### config.mk
export PLATFORM = sky130hd
export DESIGN_NAME = cache_access_ctrl
export DESIGN_NICKNAME = d
export VERILOG_FILES = /design/src/rtl/cache_pkg.sv /design/src/rtl/cc_addr_split.sv /design/src/rtl/cc_owner_lock.sv /design/src/rtl/cc_fill_ctrl.sv /design/src/rtl/cc_line_store.sv /design/src/rtl/cache_access_ctrl.sv
export SDC_FILE = /design/constraint.sdc
export NUM_CORES = 1
export LEC_CHECK = 0
export BUFFER_PORTS_ARGS = -buffer_cell sky130_fd_sc_hd__buf_4
export CAP_MARGIN = 30
export CORE_MARGIN = 2
export CORE_UTILIZATION = 35
export DETAILED_ROUTE_END_ITERATION = 8
export HOLD_SLACK_MARGIN = 0.12
export PLACE_DENSITY = 0.57
export SYNTH_ARGS = -nofsm -noshare
export SYNTH_HDL_FRONTEND = slang
export SYNTH_SLANG_ARGS = --single-unit
### constraint.sdc
create_clock -name clk -period 7.3 [get_ports clk]
set_clock_uncertainty 0.1 [all_clocks]
set_input_delay 1.095 -clock clk [delete_from_list [all_inputs] [get_ports clk]]
set_output_delay 1.095 -clock clk [all_outputs]
set_load 0.05 [all_outputs]
### src/rtl/cache_pkg.sv
package cache_pkg;
  typedef enum logic [1:0] {
    OP_RD_WORD = 2'd0,
    OP_RD_LINE = 2'd1,
    OP_WR_WORD = 2'd2,
    OP_WR_LINE = 2'd3
  } op_e;

  typedef enum logic [1:0] {
    RSP_NONE    = 2'd0,
    RSP_OK      = 2'd1,
    RSP_WAIT    = 2'd2,
    RSP_BLOCKED = 2'd3
  } rsp_e;

  typedef enum logic [1:0] {
    FS_IDLE  = 2'd0,
    FS_WB    = 2'd1,
    FS_FETCH = 2'd2
  } fill_st_e;
endpackage

### src/rtl/cc_addr_split.sv
module cc_addr_split #(
  parameter int ADDR_W = 10,
  parameter int OFF_W  = 2,
  parameter int IDX_W  = 3,
  parameter int TAG_W  = ADDR_W - OFF_W - IDX_W
) (
  input  logic [ADDR_W-1:0] addr,
  output logic [OFF_W-1:0]  off,
  output logic [IDX_W-1:0]  idx,
  output logic [TAG_W-1:0]  tag
);
  // offset in the low bits, index above it, tag on top
  assign off = addr[OFF_W-1:0];
  assign idx = addr[OFF_W +: IDX_W];
  assign tag = addr[ADDR_W-1 -: TAG_W];
endmodule

### src/rtl/cc_owner_lock.sv
module cc_owner_lock #(
  parameter int NREQ    = 3,
  parameter int HIT_LAT = 2,
  parameter int ID_W    = (NREQ > 1) ? $clog2(NREQ) : 1
) (
  input  logic            clk,
  input  logic            rst,
  input  logic            req_valid,
  input  logic [ID_W-1:0] req_id,
  input  logic            grant_ok,
  output logic            owner_valid,
  output logic            cleared,
  output logic            lat_done
);
  localparam int CNT_W = (HIT_LAT > 0) ? $clog2(HIT_LAT + 1) : 1;

  logic            own_q;
  logic [ID_W-1:0] own_id_q;
  logic [CNT_W-1:0] cnt_q;
  logic [CNT_W-1:0] eff;
  logic             claim;

  assign claim       = req_valid && !own_q;
  assign cleared     = req_valid && (!own_q || (req_id == own_id_q));
  assign eff         = own_q ? cnt_q : CNT_W'(HIT_LAT);
  assign lat_done    = (eff == '0);
  assign owner_valid = own_q;

  always_ff @(posedge clk) begin
    if (rst) begin
      own_q    <= 1'b0;
      own_id_q <= '0;
      cnt_q    <= '0;
    end else begin
      if (grant_ok) begin
        own_q <= 1'b0;
      end else if (claim) begin
        own_q    <= 1'b1;
        own_id_q <= req_id;
      end
      if (claim || own_q) begin
        cnt_q <= lat_done ? '0 : eff - 1'b1;
      end
    end
  end

  AST_OWNER_HOLD: assert property (@(posedge clk) disable iff (rst)
    own_q && !grant_ok |=> own_q && $stable(own_id_q));
  AST_RELEASE_ON_OK: assert property (@(posedge clk) disable iff (rst)
    grant_ok |=> !own_q);
  AST_LAT_STEP: assert property (@(posedge clk) disable iff (rst)
    own_q && (cnt_q != '0) |=> cnt_q == $past(cnt_q) - 1'b1);
endmodule

### src/rtl/cc_fill_ctrl.sv
module cc_fill_ctrl
  import cache_pkg::*;
#(
  parameter int IDX_W = 3,
  parameter int TAG_W = 5
) (
  input  logic                   clk,
  input  logic                   rst,
  input  logic                   miss_start,
  input  logic                   victim_dirty,
  input  logic [IDX_W-1:0]       miss_idx,
  input  logic [TAG_W-1:0]       victim_tag,
  input  logic [TAG_W-1:0]       miss_tag,
  input  logic                   mem_ack,
  output logic                   busy,
  output logic                   done,
  output logic [IDX_W-1:0]       fill_idx,
  output logic [TAG_W-1:0]       fill_tag,
  output logic                   mem_req,
  output logic                   mem_we,
  output logic [TAG_W+IDX_W-1:0] mem_line_addr
);
  fill_st_e         st_q;
  logic [IDX_W-1:0] idx_q;
  logic [TAG_W-1:0] new_tag_q;
  logic [TAG_W-1:0] old_tag_q;

  always_ff @(posedge clk) begin
    if (rst) begin
      st_q      <= FS_IDLE;
      idx_q     <= '0;
      new_tag_q <= '0;
      old_tag_q <= '0;
    end else begin
      case (st_q)
        FS_IDLE: if (miss_start) begin
          idx_q     <= miss_idx;
          new_tag_q <= miss_tag;
          old_tag_q <= victim_tag;
          st_q      <= victim_dirty ? FS_WB : FS_FETCH;
        end
        FS_WB:    if (mem_ack) st_q <= FS_FETCH;
        FS_FETCH: if (mem_ack) st_q <= FS_IDLE;
        default:  st_q <= FS_IDLE;
      endcase
    end
  end

  assign busy          = (st_q != FS_IDLE);
  assign done          = (st_q == FS_FETCH) && mem_ack;
  assign fill_idx      = idx_q;
  assign fill_tag      = new_tag_q;
  assign mem_req       = busy;
  assign mem_we        = (st_q == FS_WB);
  assign mem_line_addr = (st_q == FS_WB) ? {old_tag_q, idx_q} : {new_tag_q, idx_q};

  AST_WB_THEN_FETCH: assert property (@(posedge clk) disable iff (rst)
    (st_q == FS_WB) && mem_ack |=> (st_q == FS_FETCH));
  AST_NO_RESTART: assert property (@(posedge clk) disable iff (rst)
    busy |-> !miss_start);
endmodule

### src/rtl/cc_line_store.sv
module cc_line_store #(
  parameter int LINES      = 8,
  parameter int LINE_WORDS = 4,
  parameter int WORD_W     = 16,
  parameter int IDX_W      = $clog2(LINES)
) (
  input  logic                         clk,
  input  logic [LINE_WORDS-1:0]        we_lane,
  input  logic [IDX_W-1:0]             wr_idx,
  input  logic [LINE_WORDS*WORD_W-1:0] wr_line,
  input  logic [IDX_W-1:0]             rd_idx,
  output logic [LINE_WORDS*WORD_W-1:0] rd_line
);
  // one simple dual-port memory per word lane, synchronous read
  for (genvar l = 0; l < LINE_WORDS; l++) begin : g_lane
    logic [WORD_W-1:0] mem [LINES];
    logic [WORD_W-1:0] rd_q;
    always_ff @(posedge clk) begin
      if (we_lane[l]) mem[wr_idx] <= wr_line[l*WORD_W +: WORD_W];
      rd_q <= mem[rd_idx];
    end
    assign rd_line[l*WORD_W +: WORD_W] = rd_q;
  end
endmodule

### src/rtl/cache_access_ctrl.sv
module cache_access_ctrl
  import cache_pkg::*;
#(
  parameter int NREQ       = 3,
  parameter int ADDR_W     = 10,
  parameter int WORD_W     = 16,
  parameter int LINE_WORDS = 4,
  parameter int LINES      = 8,
  parameter int HIT_LAT    = 2,
  localparam int ID_W      = (NREQ > 1) ? $clog2(NREQ) : 1,
  localparam int OFF_W     = $clog2(LINE_WORDS),
  localparam int LINE_BITS = LINE_WORDS * WORD_W
) (
  input  logic                    clk,
  input  logic                    rst,
  input  logic                    req_valid,
  input  logic [ID_W-1:0]         req_id,
  input  logic [1:0]              req_op,
  input  logic [ADDR_W-1:0]       req_addr,
  input  logic [WORD_W-1:0]       req_wdata,
  input  logic [LINE_BITS-1:0]    req_wline,
  output logic [1:0]              rsp_code,
  output logic [WORD_W-1:0]       rd_word,
  output logic [LINE_BITS-1:0]    rd_line,
  output logic                    mem_req,
  output logic                    mem_we,
  output logic [ADDR_W-OFF_W-1:0] mem_addr,
  output logic [LINE_BITS-1:0]    mem_wline,
  input  logic [LINE_BITS-1:0]    mem_rline,
  input  logic                    mem_ack
);
  localparam int IDX_W = $clog2(LINES);
  localparam int TAG_W = ADDR_W - OFF_W - IDX_W;

  op_e              op;
  logic [OFF_W-1:0] off;
  logic [IDX_W-1:0] idx;
  logic [TAG_W-1:0] tag;

  logic [TAG_W-1:0] tag_q [LINES];
  logic [LINES-1:0] vld_q;
  logic [LINES-1:0] dty_q;

  logic owner_valid, cleared, lat_done;
  logic fill_busy, fill_done;
  logic [IDX_W-1:0] fill_idx;
  logic [TAG_W-1:0] fill_tag;

  logic hit, is_wr, ok_fire, miss_start;
  rsp_e rsp_d, rsp_q;
  logic [OFF_W-1:0] off_q;

  logic [LINE_WORDS-1:0] we_lane;
  logic [IDX_W-1:0]      wr_idx, rd_idx;
  logic [LINE_BITS-1:0]  wr_line, line_rd;

  assign op = op_e'(req_op);

  cc_addr_split #(.ADDR_W(ADDR_W), .OFF_W(OFF_W), .IDX_W(IDX_W), .TAG_W(TAG_W)) u_split (
    .addr(req_addr), .off(off), .idx(idx), .tag(tag)
  );

  cc_owner_lock #(.NREQ(NREQ), .HIT_LAT(HIT_LAT), .ID_W(ID_W)) u_lock (
    .clk(clk), .rst(rst), .req_valid(req_valid), .req_id(req_id),
    .grant_ok(ok_fire), .owner_valid(owner_valid), .cleared(cleared),
    .lat_done(lat_done)
  );

  cc_fill_ctrl #(.IDX_W(IDX_W), .TAG_W(TAG_W)) u_fill (
    .clk(clk), .rst(rst), .miss_start(miss_start), .victim_dirty(dty_q[idx]),
    .miss_idx(idx), .victim_tag(tag_q[idx]), .miss_tag(tag), .mem_ack(mem_ack),
    .busy(fill_busy), .done(fill_done), .fill_idx(fill_idx), .fill_tag(fill_tag),
    .mem_req(mem_req), .mem_we(mem_we), .mem_line_addr(mem_addr)
  );

  assign hit   = vld_q[idx] && (tag_q[idx] == tag);
  assign is_wr = (op == OP_WR_WORD) || (op == OP_WR_LINE);

  // access check: lock, then miss handling, then latency
  always_comb begin
    rsp_d      = RSP_NONE;
    ok_fire    = 1'b0;
    miss_start = 1'b0;
    if (req_valid) begin
      if (!cleared) begin
        rsp_d = RSP_WAIT;
      end else if (fill_busy) begin
        rsp_d = RSP_BLOCKED;
      end else if (!hit) begin
        rsp_d      = RSP_BLOCKED;
        miss_start = 1'b1;
      end else if (lat_done) begin
        rsp_d   = RSP_OK;
        ok_fire = 1'b1;
      end else begin
        rsp_d = RSP_WAIT;
      end
    end
  end

  // data store write port: fill has priority (never overlaps an OK)
  always_comb begin
    we_lane = '0;
    wr_idx  = idx;
    wr_line = {LINE_WORDS{req_wdata}};
    if (fill_done) begin
      we_lane = '1;
      wr_idx  = fill_idx;
      wr_line = mem_rline;
    end else if (ok_fire && op == OP_WR_LINE) begin
      we_lane = '1;
      wr_line = req_wline;
    end else if (ok_fire && op == OP_WR_WORD) begin
      we_lane[off] = 1'b1;
    end
  end

  assign rd_idx = fill_busy ? fill_idx : idx;

  cc_line_store #(.LINES(LINES), .LINE_WORDS(LINE_WORDS), .WORD_W(WORD_W), .IDX_W(IDX_W)) u_store (
    .clk(clk), .we_lane(we_lane), .wr_idx(wr_idx), .wr_line(wr_line),
    .rd_idx(rd_idx), .rd_line(line_rd)
  );

  always_ff @(posedge clk) begin
    if (fill_done) tag_q[fill_idx] <= fill_tag;
  end

  always_ff @(posedge clk) begin
    if (rst) begin
      vld_q <= '0;
      dty_q <= '0;
      rsp_q <= RSP_NONE;
      off_q <= '0;
    end else begin
      rsp_q <= rsp_d;
      off_q <= off;
      if (fill_done) begin
        vld_q[fill_idx] <= 1'b1;
        dty_q[fill_idx] <= 1'b0;
      end else if (ok_fire && is_wr) begin
        dty_q[idx] <= 1'b1;
      end
    end
  end

  assign rsp_code  = rsp_q;
  assign rd_line   = line_rd;
  assign rd_word   = line_rd[off_q*WORD_W +: WORD_W];
  assign mem_wline = line_rd;

  AST_STRANGER_WAITS: assert property (@(posedge clk) disable iff (rst)
    req_valid && owner_valid && !cleared |=> rsp_code == RSP_WAIT);
  AST_OK_NEEDS_IDLE_FILL: assert property (@(posedge clk) disable iff (rst)
    rsp_code == RSP_OK |-> !$past(fill_busy));
  AST_FILL_CLEAN: assert property (@(posedge clk) disable iff (rst)
    fill_done |=> vld_q[$past(fill_idx)] && !dty_q[$past(fill_idx)]);
  AST_WRITE_DIRTY: assert property (@(posedge clk) disable iff (rst)
    ok_fire && is_wr |=> dty_q[$past(idx)]);
endmodule

Word level (Yosys, flattened, before mapping)
Memory sizes are Yosys's and may differ from the RTL's. A register that Yosys moved wholly into a read port is not among the register bits.
Index checks and enable logic that the tools add are counted.

word-level totals
  bits in registers = 40
  latch bits = 0
  bits in writable memories = 552
  ROM bits = 0
  logic and storage cells = 115
  memories kept = 5

memory list
  memory                 depth  bits a word  read ports  clocked after Yosys merged registers in  write ports  line                     source
  u_store.g_lane[0].mem  8      16           1           1                                        1            cc_line_store.sv:16      logic [WORD_W-1:0] mem [LINES];
  u_store.g_lane[1].mem  8      16           1           1                                        1            cc_line_store.sv:16
  u_store.g_lane[2].mem  8      16           1           1                                        1            cc_line_store.sv:16
  u_store.g_lane[3].mem  8      16           1           1                                        1            cc_line_store.sv:16
  tag_q                  8      5            1           0                                        1            cache_access_ctrl.sv:40  logic [TAG_W-1:0] tag_q [LINES];

operators by class
  $add $sub $neg = 1
  multiply operators = 0
  divide/modulo/power cells = 0
  $lt $le $gt $ge = 6
  equal/unequal tests = 9
  shifts and indexed selects = 1
  mux-type cells = 50
  bitwise operators = 7
  reductions and logical operators = 24

operators by type and width
  operator              count
  $mux W64              2
  $shiftx A64 B7 Y16    1
  $mux W1               24
  $mux W8               3
  $mux W2               10
  $or A8 B8 Y8          2
  $mux W4               3
  $logic_and A1 B1 Y1   10
  $and A8 B8 Y8         1
  $lt A3 B4 Y1 const B  2
  $not A8 Y8            1
  $bmux W1 S3           2
  $demux W1 S3          2
  $eq A2 B2 Y1 const B  3
  $ge A3 B1 Y1 const B  2
  $mux W3               2
  $pmux W2 S3           1
  $eq A5 B5 Y1          1
  $logic_not A2 Y1      2
  $ne A2 B2 Y1 const B  2
  $reduce_and A2 Y1     2
  $reduce_bool A2 Y1    2
  $reduce_or A2 Y1      2
  $logic_or A1 B1 Y1    3
  other kinds (11)      13

Longest topological paths before layout
  depth after elaboration = 13
  mapped depth = 11
  mapped depth without buffers = 8

Modules after synthesis
A second synthesis with hierarchy kept.

unflattened totals
  cells, all modules = 1588
  area, all modules = 27109.8 µm²

modules (own cells, without submodules)
  module             times used  cells each  area an instance (µm²)  sequential area each (µm²)
  cc_line_store      1           850         20682.3                 16656.0
  cache_access_ctrl  1           625         5457.7                  1601.5
  cc_fill_ctrl       1           80          663.1                   300.3
  cc_owner_lock      1           23          231.5                   100.1
  cc_addr_split      1           10          75.1                    0.0

Least setup slack after synthesis
No wires, ideal clock.

  kind = input -> register
  from = in req_addr[2]
  to = mem u_store.g_lane[1].mem[1][0], enable pin
  setup time = 388 ps
  arrival = 3378 ps
  data required time = 6812 ps
  slack = 3434 ps
  stages on the path = 9
  path buffers = 2
  path through = buf_6 -> buf_12 -> mux2i_1 -> o22a_1 -> a21bo_1 -> a211oi_2 -> nand4_2 -> o21a_1 -> nor2_1

between the ends
  longest elaborated chain between the ends = 13

ends and longest elaborated chain
  element                                       line                      source
  start: declaration                            cache_access_ctrl.sv:19   input logic [ADDR_W-1:0] req_addr,
  $mem_v2 Z8 W5 or $bmux W1 S3 (tied branches)  n/a
  $eq A5 B5 Y1 or $mux W1 (tied branches)       cache_access_ctrl.sv:76   assign hit = vld_q[idx] && (tag_q[idx] == tag);
  $logic_and A1 B1 Y1                           cache_access_ctrl.sv:76
  $mux W1                                       cache_access_ctrl.sv:89   end else if (!hit) begin
  $mux W1                                       cache_access_ctrl.sv:87   end else if (fill_busy) begin
  $mux W1                                       cache_access_ctrl.sv:85   if (!cleared) begin
  $mux W1                                       cache_access_ctrl.sv:84   if (req_valid) begin
  $logic_and A1 B1 Y1                           cache_access_ctrl.sv:113  end else if (ok_fire && op == OP_WR_WORD) begin
  $mux W4                                       cache_access_ctrl.sv:113
  $mux W4                                       cache_access_ctrl.sv:110  end else if (ok_fire && op == OP_WR_LINE) begin
  $mux W4                                       cache_access_ctrl.sv:106  if (fill_done) begin
  $mux W1                                       cc_line_store.sv:19       if (we_lane[l]) mem[wr_idx] <= wr_line[l*WORD_W +: WORD_W];
  $mux W1 (not written as such)                 cc_line_store.sv:19
  end: declaration                              cc_line_store.sv:16

Several ways; a longest one is shown, not always the timed one. The select of a mux whose other input is x is not followed.

Worst setup path in the final report
  from = reg u_fill.st_q[0]
  to = mem u_store.g_lane[3].mem[2][1] (data pin)

between the ends
  longest elaborated chain between the ends = 7

ends and longest elaborated chain
  element                   line                      source
  start: declaration        cc_fill_ctrl.sv:23        fill_st_e st_q;
  start signal: assignment  cc_fill_ctrl.sv:40        st_q <= victim_dirty ? FS_WB : FS_FETCH;
  $reduce_bool A2 Y1        cc_fill_ctrl.sv:49        assign busy = (st_q != FS_IDLE);
  $mux W1                   cache_access_ctrl.sv:87
  $mux W1                   cache_access_ctrl.sv:85
  $mux W1                   cache_access_ctrl.sv:84
  $logic_and A1 B1 Y1       cache_access_ctrl.sv:110
  $mux W64                  cache_access_ctrl.sv:110
  $mux W64 *                cache_access_ctrl.sv:106
  via u_store.wr_line[49]   cc_line_store.sv:10       input logic [LINE_WORDS*WORD_W-1:0] wr_line,
  end: declaration          cc_line_store.sv:16

The timed path passes the listed nets; every way through them passes the cells marked *.

==> summary.md <==
| Metric | Value |
|---|---|
| Cells after Synth | 1642 |
| TritonCTS Buffers | 68 |
| Design area | 0.0323 mm2 |
| Layout Area Growth over Synthesis | 20.0% |
| RSZ-0062 raised after global routing | false |
| Seq cells post-synth | 656 |
| Top FF cell, synth | edfxtp_1 |
| Sw Pwr | 2610 uW |
| Cell Area, Placed | 0.0302 mm2 |
| Slowest stage delay, CP | 770 ps |
| Grt ovf | 0 |
| Slowest cell on crit path | nor2_2 |
| Hold crit path type | reg -> reg |
| Post-Syn Area | 0.0269 mm2 |
| CP max FO | 28 |
| Number of global-route vias before repair | 15800 |
| Sequential Area | 0.0187 mm2 |
| Die outline area | 0.0791 mm2 |
| Fin cells | 3009 |
| Multi-input combinational cell area | 0.00737 mm2 |
| Max-slew violation count | 0 |
| Fillers | 6818 |
| Mapped Avg Cell Area | 16.4 um2 |
| Kind of critical path | reg -> reg |
| Sequential Power Share | 0.474 |
| Final hold vios | 0 |
| DRC | 0 |
| CP startpoint kind | flop |
| CTS tree | built |
| Synth Warn # | 0 |
| Root buf cell | clkbuf_16 |
| GRT Util Overall | 0.224 |
| Seq/Total Area, Yosys | 0.693 |
| Antenna Violating Nets Remaining | 0 |
| Critical-path cell list | nor2_2 -> inv_1 -> nor2_1 -> nand4_1 -> a21oi_1 -> nand4_4 -> buf_4 -> and3_1 -> or3_1 |
| Pint | 6640 uW |
| Clock Path Buffers | 3 |
| Leak Pwr | 0.0114 uW |
| Combinational Power Share | 0.163 |
| Global-route wire length before repair | 122000 um |
| Number of placed instances, taps included | 2879 |
| Worst VDD drop | 0.154 mV |
| Distinct cells, synth | 53 |
| HPWL after DPL | 61200 um |
| Clock share of power | 0.363 |
| Wire per inst | 29.9 um |
| Fmax achieved | 0.217 GHz |
| Layout cells sized above 1 | 0.355 |
| Finish-stage setup viols | 0 |
| Fin nets | 2081 |
| Hold buffers post-CTS | 0 |
| Initial DRC Count | 2356 |
| Worst-path clk slew | 60 ps |
| Rows | 101 |
| First-pass DRT Iterations | 5 |
| Resized Gates After CTS | 0 |
| Die Ht | 281 um |
| CP Data Arrival Time | 4790 ps |
| Least-Margin Pin Slew | 1090 ps |
| Crit share post-route | 0.630 |
| Drt total wl | 89900 um |
| Slew headroom | 0.271 |
| Die width | 281 um |
| Largest net degree at the start of global routing | 129 |
| DR vias | 16400 |
| Antenna violations before repair | 32 |
| Worst setup EP type | flop |
| Power per cell area | 287 mW/mm2 |
| Net Sw Frac | 0.282 |
| Final hold slack | 352 ps |
| Core area | 0.0761 mm2 |
| I/O pins | 318 |
| Status | completed |
| Post-Synthesis Net Count | 1804 |
| Clk_lat worst skew | 600 ps |
| Gpl congestion | 0.906 |
| H-tree depth | 3 |
| Initial Utilization | 0.354 |
| Ys async rst share | 0 |
| Tmin final | 4600 ps |
| Post-CTS setup buffer count | 0 |
| Max-cap violations | 0 |
| Worst Path Required | 7500 ps |
| Fin Setup TNS | 0 ps |
| Via/cell ratio | 5.44 |
| Post-synth EDFFs | 552 |
| I/O Buffers | 317 |
| Clock sink total | 656 |
## final timing paths
path	slack (ps)	startpoint	endpoint	depth (start not counted)
worst max register to register	2700	u_fill.st_q[0]$_SDFFE_PP0P_	u_store.g_lane[3].mem[2][1]$_DFFE_PP_	9
worst min-delay path	350	vld_q[6]$_SDFFE_PP0P_	vld_q[6]$_SDFFE_PP0P_	2
worst max-delay path	2700	u_fill.st_q[0]$_SDFFE_PP0P_	u_store.g_lane[3].mem[2][1]$_DFFE_PP_	9
worst min register to register	350	vld_q[6]$_SDFFE_PP0P_	vld_q[6]$_SDFFE_PP0P_	2
## state kept, by name, summed over array words and instances, names as in the netlist, 3 cells and up
| signal | count |
|---|---|
| u_store.g_lane.mem | 512 |
| dty_q | 8 |
| u_fill.fill_tag | 5 |
| vld_q | 8 |
| u_fill.old_tag_q | 5 |
| tag_q | 40 |
| u_store.g_lane.rd_q | 64 |
| u_fill.fill_idx | 3 |
## cells by family (layout without fill, tap and decap cells)
family / Yosys count / count (layout) / share of synthesized area
other: 0 / 6 / 0
muxes: 244 / 244 / 0.162
DFF: 656 / 656 / 0.693
AOI/OAI and AO/OA: 78 / 78 / 0.0181
xor gates and xnor gates: 3 / 3 / 0.000977
and+or+nand+nor: 491 / 491 / 0.0907
buffers and inverters: 170 / 501 / 0.0349
## metal layers
layer	GRT usage	wire length (um)
met1	0.308	35800
met2	0.336	39500
met3	0.0850	12100
met4	0.0561	2150
met5	0	302
## cells in the final DEF (no fill, tap or decap), types with 3 or more instances in the layout
cell type	n
o21a_1	4
mux2i_1	24
bufinv_16	4
nand3_1	81
clkinv_1	14
edfxtp_1	552
mux4_2	145
inv_1	15
xor2_1	3
mux2_2	71
buf_4	358
o21ai_0	14
nand3b_1	25
clkbuf_1	15
a21oi_1	29
or3_1	64
o21ai_1	6
and3_1	8
mux2i_4	3
nor2_1	119
diode_2	6
o22ai_1	3
nand2b_1	11
o22a_1	8
nor3_1	7
and3_4	11
clkbuf_8	3
clkbuf_16	69
dfxtp_1	104
a211oi_1	4
clkinv_2	10
nor2b_1	3
nand2_1	143
## cells in the mapped netlist (2+ instances only)
cell type	count	area share
edfxtp_1	552	0.62
mux4_2	145	0.12
nand2_1	143	0.020
nor2_1	120	0.017
dfxtp_1	104	0.077
nand3_1	81	0.015
mux2_2	71	0.030
buf_4	64	0.018
or3_1	64	0.015
clkbuf_1	55	0.0077
a21oi_1	29	0.0054
mux2i_1	27	0.010
nand3b_1	25	0.0070
buf_2	23	0.0043
inv_1	15	0.0021
o21ai_0	14	0.0026
and3_4	11	0.0046
nand2b_1	11	0.0026
buf_1	10	0.0014
and3_1	8	0.0019
o22a_1	8	0.0026
nor3_1	7	0.0013
o21ai_1	6	0.0011
a211oi_1	4	0.0011
o21a_1	4	0.0011
nor2b_1	3	0.00070
o22ai_1	3	0.00070
xor2_1	3	0.00098
a22oi_1	2	0.00056
a41o_1	2	0.00074
buf_6	2	0.00084
nand4_2	2	0.00093
nor3_2	2	0.00074
nor3b_1	2	0.00056
or3b_2	2	0.00065
## power by group through the flow
stage | Combinational (uW) | Sequential, uW | Clock (uW)
after floorplan | 860 | 4540 | 0
after global placement | 1490 | 4460 | 0
after detailed placement | 1500 | 4470 | 0
after CTS | 1510 | 4390 | 3410
after global routing | 1580 | 4380 | 3560
final | 1510 | 4390 | 3360
## critical path: cells and delay by family, from the launching register on
| kind | cells | cell delay (ps) |
|---|---|---|
| buf+inv | 2 | 890 |
| simple gates | 6 | 2650 |
| flops | 1 | 380 |
| compound gates | 1 | 270 |
## cell type report
type	count	share of cell area
sequential	656	0.578
multi-input combinational	816	0.228
timing repair buffer	362	0.0861
clock buffer	88	0.0566
tap	1030	0.0399
clock inverter	36	0.00949
inverter	15	0.00174
antenna	6	0.000465
## per-stage QoR
step	utilization	setup WS, ps	total power [uW]
after floorplan	-	3430	5400
after global placement	0.396	2440	5960
after detailed placement	0.396	2320	5970
after CTS	0.424	2760	9310
after global routing	0.424	2430	9520
final	0.425	2700	9260
Power figures use the tool's default switching activity.
